**src/rtl/port_mux_pkg.sv**
```systemverilog
package port_mux_pkg;

    localparam int PW = 8;

    typedef enum logic [1:0] {
        SEL_DATA = 2'd0,
        SEL_DIR  = 2'd1,
        SEL_FSEL = 2'd2,
        SEL_NONE = 2'd3
    } reg_sel_e;

    typedef struct packed {
        logic [PW-1:0] latch;
        logic [PW-1:0] dir;
        logic [PW-1:0] fsel;
    } port_cfg_t;

    typedef struct packed {
        logic [PW-1:0] oe;
        logic [PW-1:0] val;
    } pin_drive_t;

    function automatic logic [PW-1:0] drivable_mask(input int in_only);
        logic [PW-1:0] m;
        for (int i = 0; i < PW; i++) m[i] = (i >= in_only);
        return m;
    endfunction

endpackage

```
**src/rtl/port_regs.sv**
```systemverilog
module port_regs
    import port_mux_pkg::*;
#(
    parameter int            IN_ONLY  = 2,
    parameter logic [PW-1:0] FSEL_RST = '0
) (
    input  logic          clk,
    input  logic          rst,
    input  logic          wr_en,
    input  reg_sel_e      sel,
    input  logic [PW-1:0] wdata,
    output port_cfg_t     cfg
);
    localparam logic [PW-1:0] WMASK = drivable_mask(IN_ONLY);

    always_ff @(posedge clk) begin
        if (rst) begin
            cfg.latch <= '0;
            cfg.dir   <= '0;
            cfg.fsel  <= FSEL_RST & WMASK;
        end else if (wr_en) begin
            case (sel)
                SEL_DATA: cfg.latch <= wdata;
                SEL_DIR:  cfg.dir   <= wdata & WMASK;
                SEL_FSEL: cfg.fsel  <= wdata & WMASK;
                default:  ;
            endcase
        end
    end

    a_r6_dir_write: assert property (@(posedge clk) disable iff (rst)
        (wr_en && sel == SEL_DIR) |=> cfg.dir == ($past(wdata) & WMASK));

    a_r6_fsel_write: assert property (@(posedge clk) disable iff (rst)
        (wr_en && sel == SEL_FSEL) |=> cfg.fsel == ($past(wdata) & WMASK));

    a_r9_none_write: assert property (@(posedge clk) disable iff (rst)
        (wr_en && sel == SEL_NONE) |=> $stable(cfg));

    a_r1_reset_state: assert property (@(posedge clk) disable iff (rst)
        $past(rst) |-> (cfg.dir == '0 && cfg.latch == '0));

endmodule

```
**src/rtl/port_sync.sv**
```systemverilog
module port_sync
    import port_mux_pkg::*;
#(
    parameter int STAGES = 2
) (
    input  logic          clk,
    input  logic          rst,
    input  logic [PW-1:0] din,
    output logic [PW-1:0] dout
);
    logic [PW-1:0] stage [STAGES];
    logic          hist_ok;

    always_ff @(posedge clk) begin
        if (rst) stage[0] <= '0;
        else     stage[0] <= din;
    end

    for (genvar k = 1; k < STAGES; k++) begin : g_chain
        always_ff @(posedge clk) begin
            if (rst) stage[k] <= '0;
            else     stage[k] <= stage[k-1];
        end

        a_r7_chain_shift: assert property (@(posedge clk) disable iff (rst || !hist_ok)
            stage[k] == $past(stage[k-1]));
    end

    always_ff @(posedge clk) begin
        if (rst) hist_ok <= 1'b0;
        else     hist_ok <= 1'b1;
    end

    assign dout = stage[STAGES-1];

endmodule

```
**src/rtl/port_pin_mux.sv**
```systemverilog
module port_pin_mux
    import port_mux_pkg::*;
#(
    parameter int IN_ONLY = 2
) (
    input  port_cfg_t     cfg,
    input  pin_drive_t    ded,
    input  logic [PW-1:0] level,
    output pin_drive_t    pad,
    output logic [PW-1:0] rd_data
);
    for (genvar i = 0; i < PW; i++) begin : g_pin
        if (i < IN_ONLY) begin : g_input_only
            assign pad.oe[i]  = 1'b0;
            assign pad.val[i] = 1'b0;
            assign rd_data[i] = level[i];
        end else begin : g_bidir
            logic assigned;
            logic gpio_out;
            assign assigned   = cfg.fsel[i];
            assign gpio_out   = !assigned && cfg.dir[i];
            assign pad.oe[i]  = assigned ? ded.oe[i]  : cfg.dir[i];
            assign pad.val[i] = assigned ? ded.val[i] : cfg.latch[i];
            assign rd_data[i] = gpio_out ? cfg.latch[i] : level[i];
        end
    end

endmodule

```
**src/rtl/port_func_mux.sv**
```systemverilog
module port_func_mux
    import port_mux_pkg::*;
#(
    parameter int            IN_ONLY     = 2,
    parameter int            SYNC_STAGES = 2,
    parameter logic [PW-1:0] FSEL_RST    = '0
) (
    input  logic          clk,
    input  logic          rst,
    input  logic          wr_en,
    input  logic [1:0]    addr,
    input  logic [PW-1:0] wdata,
    output logic [PW-1:0] rdata,
    input  logic [PW-1:0] ded_oe,
    input  logic [PW-1:0] ded_out,
    input  logic [PW-1:0] pad_in,
    output logic [PW-1:0] pad_out,
    output logic [PW-1:0] pad_oe,
    output logic [PW-1:0] pin_level,
    output logic          mirq_n,
    output logic          nmirq_n
);
    reg_sel_e      sel;
    port_cfg_t     cfg;
    pin_drive_t    ded;
    pin_drive_t    pad;
    logic [PW-1:0] level;
    logic [PW-1:0] data_rd;

    assign sel     = reg_sel_e'(addr);
    assign ded.oe  = ded_oe;
    assign ded.val = ded_out;

    port_regs #(.IN_ONLY(IN_ONLY), .FSEL_RST(FSEL_RST)) u_regs (
        .clk(clk), .rst(rst), .wr_en(wr_en), .sel(sel), .wdata(wdata), .cfg(cfg)
    );

    port_sync #(.STAGES(SYNC_STAGES)) u_sync (
        .clk(clk), .rst(rst), .din(pad_in), .dout(level)
    );

    port_pin_mux #(.IN_ONLY(IN_ONLY)) u_mux (
        .cfg(cfg), .ded(ded), .level(level), .pad(pad), .rd_data(data_rd)
    );

    always_comb begin
        case (sel)
            SEL_DATA: rdata = data_rd;
            SEL_DIR:  rdata = cfg.dir;
            SEL_FSEL: rdata = cfg.fsel;
            default:  rdata = '0;
        endcase
    end

    assign pad_oe    = pad.oe;
    assign pad_out   = pad.val;
    assign pin_level = level;
    assign mirq_n    = level[0];
    assign nmirq_n   = level[1];

    a_r4_ded_override: assert property (@(posedge clk) disable iff (rst)
        cfg.fsel[PW-1] |-> (pad_oe[PW-1] == ded_oe[PW-1] && pad_out[PW-1] == ded_out[PW-1]));

    a_r5_input_only_idle: assert property (@(posedge clk) disable iff (rst)
        (ded_oe[0] || ded_oe[1]) |-> (pad_oe[1:0] == 2'b00));

    a_r2_gpio_drive: assert property (@(posedge clk) disable iff (rst)
        (!cfg.fsel[PW-1] && cfg.dir[PW-1]) |-> (pad_oe[PW-1] && pad_out[PW-1] == cfg.latch[PW-1]));

endmodule

```
**config.mk**
```make
export PLATFORM = sky130hd
export DESIGN_NAME = port_func_mux
export DESIGN_NICKNAME = d
export VERILOG_FILES = /design/src/rtl/port_mux_pkg.sv /design/src/rtl/port_regs.sv /design/src/rtl/port_sync.sv /design/src/rtl/port_pin_mux.sv /design/src/rtl/port_func_mux.sv
export SDC_FILE = /design/constraint.sdc
export NUM_CORES = 1
export LEC_CHECK = 0
export CAP_MARGIN = 20
export CORE_ASPECT_RATIO = 0.9
export CORE_UTILIZATION = 37
export DETAILED_ROUTE_END_ITERATION = 16
export PLACE_DENSITY = 0.88
export SYNTH_ARGS = -nofsm -noshare
export SYNTH_HDL_FRONTEND = slang
export SYNTH_SLANG_ARGS = --single-unit
```
**constraint.sdc**
```tcl
create_clock -name clk -period 1 [get_ports clk]
set_input_delay 0.2 -clock clk [delete_from_list [all_inputs] [get_ports clk]]
set_output_delay 0.2 -clock clk [all_outputs]
set_load 0.1 [all_outputs]
```
==> summary by stage, run 1 <==
Outcome
The flow ran to the end, but the final reports show violations. The final reports fail on setup timing.

Global routing
The total global-route track usage is 26.7%. The number of antenna violations at the first check in global routing is 0. The total congestion overflow is 0.

The number of global-route vias before repair is ~1600. The first-pass GRT wire length is slightly below 9 mm. The pin count of the biggest net entering global routing is 35.

Critical path
At the worst endpoint, the arrival time is 1320 ps. Traced cell by cell, the critical path runs through o21bai_1 > o21ai_2 > o32ai_4 > buf_12. The worst setup path is captured at an output pin. Among all stages on the critical path, the largest delay is contributed by sky130_fd_sc_hd__dfxtp_2. Broken down by cell family, the worst path's largest delay share belongs to compound AO/OA/AOI/OAI gates. Counting both buffers and inverters, the worst setup path holds a total of 1. The peak fanout along the critical path is 3.

The biggest cell delay along the critical path is 350 ps. For flop-to-flop paths, the worst setup slack is about 120 ps. The start-to-end type of the worst setup path is reg -> out. STA classifies the critical path startpoint as a register. The required time at the endpoint of the critical path is 800 ps.

Routing
The final layout contains routed wiring with a total length of 6.24 mm. The number of DRC violations after detailed-routing iteration 0 is 133. The first detailed-routing pass took 4 iterations. The routed layout has 1592 vias.

Dividing the detail-routed wire length by the instance count gives ~20 µm. In the routed design, unresolved DRC markers number 0. In the routed layout, each cell is associated on average with a via count of 5.15.

The remaining antenna violation count after routing is 0.

Cells and area
The number of antenna repair diodes is 0. The top cell types in the final layout, fill and taps aside, are sky130_fd_sc_hd__buf_12, sky130_fd_sc_hd__buf_6, sky130_fd_sc_hd__clkdlybuf4s50_1. From synthesis to final layout, the design area changed by 125%. The most frequent standard cell in the layout excluding fill and tap cells is sky130_fd_sc_hd__buf_12.

The final net count is 299. The filler cells instantiated in the layout total 140. Of the cells placed in the final design, the portion with a size suffix greater than 1 is 62.4%. With fillers left out, the area of the finished cells amounts to approximately 0.0034 mm².

For this run, the share of the core covered by cells in the final layout is 89.0%.

Timing
The final setup TNS is -9670 ps. The final critical path takes up 152% of the cycle. Hold timing on the final database bottoms out at a slack of between 400 and 500 ps.

Setup repair after global routing could not meet its margin everywhere. The number of hold violations in the final report is 0. The count of pins over their slew limit is 0. The final setup violation count is 36. The highest clock rate is 658 MHz. Between clock sinks in the finished design, the worst skew comes to around 1.2 ps.

The routed design could run at a clock period as short as 1520 ps. Setup slack on the critical path of the routed design comes to -519 ps.

Yosys
The cell area that synthesis handed to floorplanning was between 0.0015 and 0.002 mm². The post-synthesis register bit count is 34. The number of distinct standard cells referenced by the synthesized netlist is 23. The sequential share of the synthesized area is 44.8%. Synthesis produced 160 cells. During synthesis, Yosys emitted a total of 0 warnings.

In this run the mean area of a mapped cell was between 9 and 10 µm².

Power
The power per unit of standard cell area is roughly 1300 mW/mm². In this run the static leakage power is about 1.5 nW. The largest voltage drop on the vdd net is 1.12 mV.

Clock tree
Clock latency on the worst-skew pair, taken at its later pin, is 290 ps. In this run the number of H-tree levels came out at 2. The clock slew at the register clock pins of the worst setup and hold paths is about 80 ps. The clock sink count is 34. The number of clock buffers inserted by TritonCTS is 5. The longest clock path from root to sink contains 2 buffers. Hold repair after CTS inserted 0 buffers. The CTS tree is done. The cell chosen for the clock root is sky130_fd_sc_hd__clkbuf_8.

Floorplanning
The floorplan has 21 rows. The starting density of the core is between 30 and 40%. After floorplanning, the core was sized to cover 0.00384 mm².

Measured along the x axis, the die boundary spans 69.6 µm. The die covers 0.00437 mm². The count of pins on the block boundary is 71. In this run the vertical extent of the chip is 62.8 µm.

Place
At the end of routability-driven placement, the weighted congestion stood at 0.712. Detailed placement ended at an HPWL of 3.22 mm. The quantity of I/O buffers inserted on ports is 60. The post-place setup slack is -709 ps.

The post-detailed-placement cell area is about 0.0029 mm².

Worst hold path
The worst hold path class is reg -> reg.

Job
The number of max-capacitance violations reported is 0.
[routing by layer]
metal  vias up  wire (µm)  global-route usage, %
met5         -          0                      0
met4         0        227                   15.3
met3        22        343                   6.13
met2        84       3230                   47.1
met1       759       2440                   29.1
li1        727          -                      -
[where the power goes]
group,switching (mW),total (mW),internal [mW]
combinational,0.778,1.36,0.580
clock,0.559,1.56,0.999
sequential,0.0543,1.44,1.39
total,1.39,4.36,2.97
[what timing repair did]
action / 4_1_cts / 5_1_grt
buffers inserted: 10 / 4
cloned: 0 / 0
endpoints found under the setup margin: 48 / 39
pin swaps: 10 / 6
resized for setup: 77 / 23
[area by class of cell]
| type | count | area, µm² | area share, % |
|---|---|---|---|
| repair buffers | 105 | 1370 | 40.1 |
| multi-input cells | 110 | 1080 | 31.5 |
| flip-flops and latches | 34 | 747 | 21.9 |
| clock buffers | 5 | 68.8 | 2.02 |
| clock inverters | 3 | 68.8 | 2.02 |
| well taps | 46 | 57.6 | 1.69 |
| inverters | 6 | 25.0 | 0.733 |
[cell families after synthesis]
| logic type | after synthesis | synth area share [%] |
|---|---|---|
| and+or+nand+nor | 58 | 21.8 |
| DFF | 34 | 44.8 |
| AOI/OAI and AO/OA | 24 | 9.63 |
| muxes | 24 | 16.3 |
| buffers and inverters | 19 | 7.24 |
| other | 1 | 0.247 |
[sequential cells by signal, summed over array words and instances, names as in the netlist]
| name | cells |
|---|---|
| u_sync.stage | 16 |
| u_regs.cfg | 18 |
[Yosys cell counts]
master | n | share of area [%]
sky130_fd_sc_hd__buf_6 | 2 | 1.5
sky130_fd_sc_hd__nor2_1 | 19 | 4.7
sky130_fd_sc_hd__o32ai_1 | 3 | 1.7
sky130_fd_sc_hd__clkbuf_1 | 4 | 0.99
sky130_fd_sc_hd__nor3b_4 | 1 | 1.2
sky130_fd_sc_hd__nand3b_2 | 2 | 1.5
sky130_fd_sc_hd__a21oi_1 | 3 | 0.99
sky130_fd_sc_hd__nor2b_1 | 24 | 9.9
sky130_fd_sc_hd__conb_1 | 1 | 0.25
sky130_fd_sc_hd__and2b_1 | 1 | 0.49
sky130_fd_sc_hd__o21ai_0 | 12 | 4.0
sky130_fd_sc_hd__nand3b_1 | 3 | 1.5
sky130_fd_sc_hd__mux2i_1 | 18 | 12
sky130_fd_sc_hd__o21bai_1 | 3 | 1.5
sky130_fd_sc_hd__dfxtp_1 | 34 | 45
sky130_fd_sc_hd__a21o_1 | 3 | 1.5
sky130_fd_sc_hd__buf_2 | 1 | 0.33
sky130_fd_sc_hd__mux2_2 | 6 | 4.4
sky130_fd_sc_hd__nand3_1 | 3 | 0.99
sky130_fd_sc_hd__buf_4 | 6 | 3.0
sky130_fd_sc_hd__inv_1 | 6 | 1.5
sky130_fd_sc_hd__and2_1 | 2 | 0.82
sky130_fd_sc_hd__nand2_1 | 3 | 0.74
[worst paths after layout]
check,startpoint,end,depth (start not counted)
hold reg to reg,u_sync.stage[0][2],u_sync.stage[1][2],1
setup reg to reg,u_regs.cfg[6],u_regs.cfg[6],4
setup / recovery,u_regs.cfg[12],rdata[4],4
hold / removal,u_sync.stage[0][2],u_sync.stage[1][2],1
[stage by stage]
| step | total power, mW | cells |
|---|---|---|
| finish | 4.36 | 309 |
| global route | 4.47 | 309 |
| CTS | 4.26 | 307 |
| detailed placement | 2.66 | 291 |
| global placement | 2.64 | 291 |
| floorplan | 2.20 | 163 |
Power figures use the tool's default switching activity.
==> inputs of run 2 (changes only) <==
--- a/config.mk
+++ b/config.mk
@@ -7,9 +7,10 @@
 export LEC_CHECK = 0
 export CAP_MARGIN = 20
 export CORE_ASPECT_RATIO = 0.9
-export CORE_UTILIZATION = 37
+export CORE_UTILIZATION = 40
 export DETAILED_ROUTE_END_ITERATION = 16
-export PLACE_DENSITY = 0.88
+export PLACE_DENSITY = 0.89
 export SYNTH_ARGS = -nofsm -noshare
 export SYNTH_HDL_FRONTEND = slang
+export SYNTH_HIERARCHICAL = 1
 export SYNTH_SLANG_ARGS = --single-unit
==> run 2 against run 1 <==
- the run still ends with setup timing left
- count of clock-buffer cells in the layout is 3 higher
- sequential share of layout area shrank 2.3 points
- die area rose by 8.6%
- non-clock buffer count up 13
- design area is 9.7% higher
- largest power group is now combinational logic
- combinational power is 10% higher
- clock skew fell by 1.0 ps
- register-to-register slack worse by 130 ps
- fmax shrank 15%
- global-route usage down 3.2 points
- setup slack lost 260 ps
- total power decreased by 8.5%
==> summary by stage, run 2 <==
Cells and area
The core occupancy in the finished layout is 89.5% (+0.50 points). The final net count is 312 (+4.3%). The number of fill cells in the layout is 173 (+24%).

The area of all sequential standard cells is 734 µm² (-1.7%). The combined area of the multi-input logic cells is 0.00136 mm² (+26%). The final cell area excluding filler cells was 0.00374 mm² (+9.7%). In the layout the commonest cells are sky130_fd_sc_hd__buf_12, sky130_fd_sc_hd__buf_4, sky130_fd_sc_hd__buf_6. The most frequent standard cell in the layout excluding fill and tap cells is sky130_fd_sc_hd__buf_12. The flip-flop count of the largest register, all copies and words added is 18 (unchanged). The area growth from synthesis to layout is 109%.

The fraction of layout instances using a drive strength above 1 was 63.8% (+1.4 points). The largest registers in the layout are u_regs/cfg: 18 flops, u_sync/stage: 16 flops. u_regs/cfg holds more flip-flops than any other register. The number of antenna repair diodes was 0 (unchanged). The post-layout instance count excluding filler cells is 336 (+8.7%).

Global routing
The met3 usage in global routing is 6.75% (+0.62 points). The number of antenna violations at the first check in global routing is 0 (unchanged). The met1 global-route usage is 23.8% (-5.3 points). The first-pass GRT wire length is 8.18 mm (-5.9%). The total global-route track usage was 23.4% (-3.2 points). The number of global-route vias before repair came to 1755 (+6.5%). The busiest metal layer after global routing is met2. The met2 usage is 45.3% (-1.8 points). The total congestion overflow is 0 (unchanged). The pin count of the biggest net entering global routing is 37 (+5.7%).

Critical path
The capturing element type of the critical path is an output pin. The slowest cell on the critical path is sky130_fd_sc_hd__dfxtp_2. The biggest cell delay along the critical path came to 340 ps (about the same). The signal on the critical path passes through nor2b_4 > mux2_4 > mux2i_4 > o2bb2ai_4 > buf_12. The start-to-end type of the worst setup path is reg -> out. The endpoint arrival time on the critical path was 1580 ps (+260 ps). The kind of start point of the critical path is a register.

The required time at the endpoint of the critical path is 800 ps (about the same). The peak fanout along the critical path is 2 (-1).

Timing
The final clock period utilization by the worst path is 178% (+26 points). The number of hold violations in the final report is 0 (unchanged). The worst setup margin came to -780 ps (-261 ps). The final setup TNS is -10980 ps (-1300 ps). The worst hold slack after final layout is 402 ps (-38.5 ps). The final critical path time including I/O delays and setup is 1780 ps (+261 ps). The largest clock skew in the final design is 0.242 ps (-0.996 ps). The final setup violation count is 34 (-5.6%). Setup repair after global routing could not meet its margin everywhere. The highest clock rate is 562 MHz (-15%). The count of pins over their slew limit is 0 (unchanged).

Worst hold path
The worst hold path belongs to the class in -> reg.

Power
The largest voltage drop on the vdd net is 1.10 mV (-1.8%). The total design power is 3.99 mW (-8.5%). The static leakage came to 1.61 nW (+11%).

The power per unit of standard cell area was 1060 mW/mm² (-17%).

Place
The quantity of I/O buffers inserted on ports came to 60 (unchanged). The post-place setup slack is -682 ps (+27.5 ps). The number of placed instances, taps included is 320 (+10%).

The post-detailed-placement cell area came to 0.00338 mm² (+16%). The half-perimeter wire length after detailed placement was 3.42 mm (+6.3%). The routability-driven placement congestion ratio is 0.746 (+4.8%).

Routing
The sum of routed wire length over all layers was 5.88 mm (-5.7%). The via count is 1574 (-1.1%). The count of unresolved DRC violations after routing was 0 (unchanged). The number of DRC violations after detailed-routing iteration 0 was 34 (-74%). The wire length per cell is 17.5 µm (-13%). The detailed-route vias per instance is 4.68 (-9.1%). The remaining antenna violation count after routing is 0 (unchanged). The number of iterations in the first detailed-routing pass is 4 (unchanged).

Clock tree
Clock tree synthesis selected as its root buffer the cell sky130_fd_sc_hd__clkbuf_8. The number of levels the H-tree was split into is 2 (unchanged). TritonCTS built the clock tree.

The number of clock buffers inserted by TritonCTS is 5 (unchanged). The clock sink count is 34 (unchanged). The largest buffer count on any clock path was 2 (unchanged). The clock slew at the register clock pins of the worst setup and hold paths is 70 ps (about the same). The clock latency reported for the late side of the worst-skew pair is 290 ps (about the same). The number of buffers inserted by hold repair at cts is 0 (unchanged).

Yosys
The synthesized cell area is 0.00179 mm² (+18%). The count of mapped cells out of synthesis came to 165 (+3.1%). The yosys synthesis warning count came to 6 (+6). The mean cell area of the mapped netlist came to 10.8 µm² (+14%).

Floorplanning
The starting density of the core is 42.8% (+3.1 points). The horizontal extent of the die came to 72.5 µm (+4.2%). The vertical extent of the die is 65.5 µm (+4.2%). The count of pins on the block boundary is 71 (unchanged).

The full die area came to 0.00475 mm² (+8.6%). The placeable core region is 0.00418 mm² (+9.1%). The number of rows created at floorplan is 22 (+4.8%).

Outcome
The checks that failed: setup timing. The run finished, with violations left.

Job
The number of max-capacitance violations reported was 0 (unchanged).
-- run 2: worst max-delay path, delay by kind of cell (launching register included) --
| kind | cells | cell delay (ps) |
|---|---|---|
| DFF | 1 | 340 |
| and+or+nand+nor | 1 | 170 |
| AOI/OAI and AO/OA | 1 | 90 |
| buffers and inverters | 1 | 170 |
| muxes | 2 | 510 |
-- run 2: where the power goes --
group	total [mW]	internal (mW)	switching (mW)
Clock	1.06	0.561	0.497
Combinational	1.50	0.680	0.822
Sequential	1.43	1.39	0.0386
-- run 2: layer usage --
layer	routed length, µm	share of wire, %
met3	217	3.7
met2	3310	56
met4	108	1.8
met1	2250	38
met5	0	0
-- run 2: layout make-up --
type                    instances  share of cell area [%]
well taps                      60                    2.00
clock buffers                   8                    2.41
flip-flops and latches         34                    19.6
repair buffers                118                    39.7
multi-input cells             116                    36.3
-- run 2: repair_timing --
item	4_1_cts	5_1_grt
pin swaps	4	2
endpoints found under the setup margin	48	44
buffers inserted	6	12
gates resized for setup	43	20
gates cloned	0	1
-- run 2: worst paths after layout --
check                startpoint                 end  slack [ps]  cells past startpoint
min reg2reg  u_sync/stage[0][0]  u_sync/stage[1][0]         440                      1
min                     addr[1]      u_regs/cfg[23]         400                      4
max reg2reg      u_regs/cfg[10]      u_regs/cfg[10]         -10                      3
max              u_regs/cfg[12]            rdata[4]        -780                      5
==> inputs of run 3 (changes only) <==
--- a/config.mk
+++ b/config.mk
@@ -5,11 +5,13 @@
 export SDC_FILE = /design/constraint.sdc
 export NUM_CORES = 1
 export LEC_CHECK = 0
-export CAP_MARGIN = 20
-export CORE_ASPECT_RATIO = 0.9
-export CORE_UTILIZATION = 40
+export CAP_MARGIN = 0
+export CELL_PAD_IN_SITES_DETAIL_PLACEMENT = 0
+export CELL_PAD_IN_SITES_GLOBAL_PLACEMENT = 1
+export CORE_ASPECT_RATIO = 0.8
+export CORE_UTILIZATION = 30
 export DETAILED_ROUTE_END_ITERATION = 16
-export PLACE_DENSITY = 0.89
+export PLACE_DENSITY = 0.88
 export SYNTH_ARGS = -nofsm -noshare
 export SYNTH_HDL_FRONTEND = slang
 export SYNTH_HIERARCHICAL = 1
==> run 3 against run 2 <==
- the run still ends with setup timing left
- clock skew rose by 1.5 ps
- global-route usage fell by 8.1 points
- critical path depth did not move
- combinational power about the same
- register-to-register slack better by 70 ps
- critical endpoint is now rdata[2]
- highest routed layer unchanged
==> summary by stage, run 3 (same netlist as run 2, synthesis figures left out) <==
Worst hold path
The startpoint identified for the worst hold timing path is addr[1]. The worst hold path class is in -> reg.

Floorplanning
The vertical extent of the die is 71.1 µm (+8.6%). The count of pins on the block boundary is 71 (unchanged). The full die area is 0.00628 mm² (+32%).

The number of rows created at floorplan is 24 (+9.1%). The starting density of the core is 32.0% (-11 points). The horizontal extent of the die is 88.3 µm (+22%). The placeable core region is 0.00559 mm² (+33%).

Power
The total design power is 3.94 mW (-1.1%). The part of the total power dissipated in sequential elements came to 36.1% (+0.3 points). The power per unit of standard cell area came to 1040 mW/mm² (-2.0%). The net switching power of the design is 1.32 mW (-3.0%). The part of the total power dissipated in combinational logic is 37.6% (about the same). The switching part of the total power was 33.4% (-0.63 points). The static leakage came to 1.63 nW (+0.95%). The clock group share of total power is 26.3% (-0.2 points). The largest voltage drop on the vdd net was 0.754 mV (-31%). The internal power component was 2.62 mW (-0.19%).

Place
The quantity of I/O buffers inserted on ports came to 60 (unchanged). The routability-driven placement congestion ratio came to 0.748 (+0.31%). The half-perimeter wire length after detailed placement came to 3.23 mm (-5.6%). The number of placed instances, taps included was 337 (+5.3%). The post-place setup slack came to -705 ps (-22.9 ps). The post-detailed-placement cell area is 0.00340 mm² (+0.44%).

Cells and area
The final net count is 314 (+0.64%). The number of fill cells in the layout came to 421 (+140%). The final cell area excluding filler cells is 0.00378 mm² (+0.90%). The post-layout instance count excluding filler cells came to 356 (+6.0%). In the final layout, the registers with the most flip-flops are u_regs/cfg: 18 flops, u_sync/stage: 16 flops.

The area overhead of the layout relative to synthesis is 111%. The area of all sequential standard cells is 734 µm² (unchanged). In the layout the commonest cells are sky130_fd_sc_hd__buf_12, sky130_fd_sc_hd__buf_4, sky130_fd_sc_hd__clkdlybuf4s50_1. The fraction of layout instances using a drive strength above 1 is 63.7% (-0.099 points). The combined area of the multi-input logic cells is 0.00135 mm² (-0.83%).

The library cell used most frequently in the layout, excluding fill and tap cells, is sky130_fd_sc_hd__buf_12. The number of antenna repair diodes was 0 (unchanged). The core occupancy in the finished layout came to 67.7% (-22 points). The flip-flop count of the largest register, all copies and words added is 18 (unchanged). More flip-flops sit in one register than any other, and that register is u_regs/cfg.

Critical path
The slowest cell on the critical path is sky130_fd_sc_hd__dfxtp_4. In this run the critical register-to-register path is launched from u_regs/cfg[6]. The required time at the endpoint of the critical path came to 800 ps (about the same). The endpoint arrival time on the critical path came to 1500 ps (-80 ps). The kind of start point of the critical path is a register. The peak fanout along the critical path is 2 (unchanged). The worst setup path is of the reg -> out kind. The biggest cell delay along the critical path is 340 ps (about the same). The critical path goes through nand2b_4 > mux2_4 > mux2i_4 > o2bb2ai_4 > buf_12. Broken down by cell family, the worst path's largest delay share belongs to multiplexers. The beginning of the critical path is u_regs/cfg[2].

The capturing element type of the critical path is an output pin. The buffers plus inverters on the worst setup path is 1 (unchanged).

Clock tree
The clock sink count is 34 (unchanged). The clock slew at the register clock pins of the worst setup and hold paths is 70 ps (about the same). The largest buffer count on any clock path came to 2 (unchanged). The number of clock buffers inserted by TritonCTS is 5 (unchanged). The clock latency reported for the late side of the worst-skew pair is 280 ps (about the same). The cell chosen for the clock root is sky130_fd_sc_hd__clkbuf_8. The number of levels the H-tree was split into is 2 (unchanged). The CTS tree is done.

Global routing
The first-pass GRT wire length came to 7.20 mm (-12%). The total global-route track usage was 15.3% (-8.1 points). The pin count of the biggest net entering global routing is 37 (unchanged). The number of antenna violations at the first check in global routing is 0 (unchanged). The total congestion overflow is 0 (unchanged). The number of global-route vias before repair is 1553 (-12%).

Routing
The number of DRC violations after detailed-routing iteration 0 was 38 (+12%). The number of iterations in the first detailed-routing pass was 2 (-2). The sum of routed wire length over all layers is 4.84 mm (-18%). The wire length per cell is 13.6 µm (-22%).

The count of unresolved DRC violations after routing came to 0 (unchanged). The detailed-route vias per instance was 4.22 (-9.9%). The via count is 1503 (-4.5%). The remaining antenna violation count after routing is 0 (unchanged).

Timing
The largest clock skew in the final design came to 1.74 ps (+1.50 ps). The final setup TNS is -10490 ps (+484 ps). Setup repair after global routing could not meet its margin everywhere. The number of hold violations in the final report is 0 (unchanged). The final clock period utilization by the worst path is 170% (-8.1 points).

The count of pins over their slew limit is 0 (unchanged). The worst setup margin is -699 ps (+81.0 ps). The highest clock rate was 589 MHz (+4.8%). The final critical path time including I/O delays and setup is 1700 ps (-81.0 ps).

The worst hold slack after final layout is 422 ps (+20.5 ps). The final setup violation count is 30 (-12%).

Job
The number of max-capacitance violations reported came to 0 (unchanged).

Outcome
The checks that failed: setup timing. The flow ran to the end, but the final reports show violations.
==> run 3: power by group through the flow <==
stage	Combinational (mW)	Clock, mW	Sequential [mW]
floorplan	0.772	0	1.56
global placement	1.37	0	1.45
detailed placement	1.38	0	1.45
CTS	1.45	1.07	1.42
global route	1.54	1.14	1.43
finish	1.48	1.04	1.42
==> run 3: routing by layer <==
metal | track usage, % | share of wire, % | vias up
li1 | - | - | 763
met4 | 5.38 | 1.2 | 0
met2 | 26.1 | 51 | 39
met1 | 18.6 | 43 | 694
met5 | 0 | 0 | -
met3 | 3.97 | 4.4 | 7
==> run 3: area by class of cell <==
type                    instances  share of cell area (%)
clock buffers                   7                    2.28
clock inverters                 1                   0.132
multi-input cells             116                    35.7
flip-flops and latches         34                    19.4
well taps                      78                    2.58
repair buffers                120                    39.9
==> run 3: path summary, 6_finish.rpt <==
kind                        endpoint  slack, ps  cells past startpoint
hold / removal        u_regs/cfg[23]        420                      4
setup reg to reg       u_regs/cfg[6]         60                      5
setup / recovery            rdata[2]       -700                      5
hold reg to reg   u_sync/stage[1][3]        440                      1
==> run 3: worst register-to-register path, cell delays in order, from the launching register on <==
cell and delay [ps]:
sky130_fd_sc_hd__dfxtp_4 340, sky130_fd_sc_hd__buf_6 120, sky130_fd_sc_hd__buf_6 110, sky130_fd_sc_hd__buf_4 120, sky130_fd_sc_hd__nand2b_1 60, sky130_fd_sc_hd__mux2i_1 70
==> run 3: what timing repair did <==
item / CTS / global route
gates resized for setup: 37 / 24
pin swaps: 4 / 6
setup buffers: 8 / 15
setup endpoints to repair: 48 / 47
gates cloned: 1 / 1
hold buffers: 0 / 0
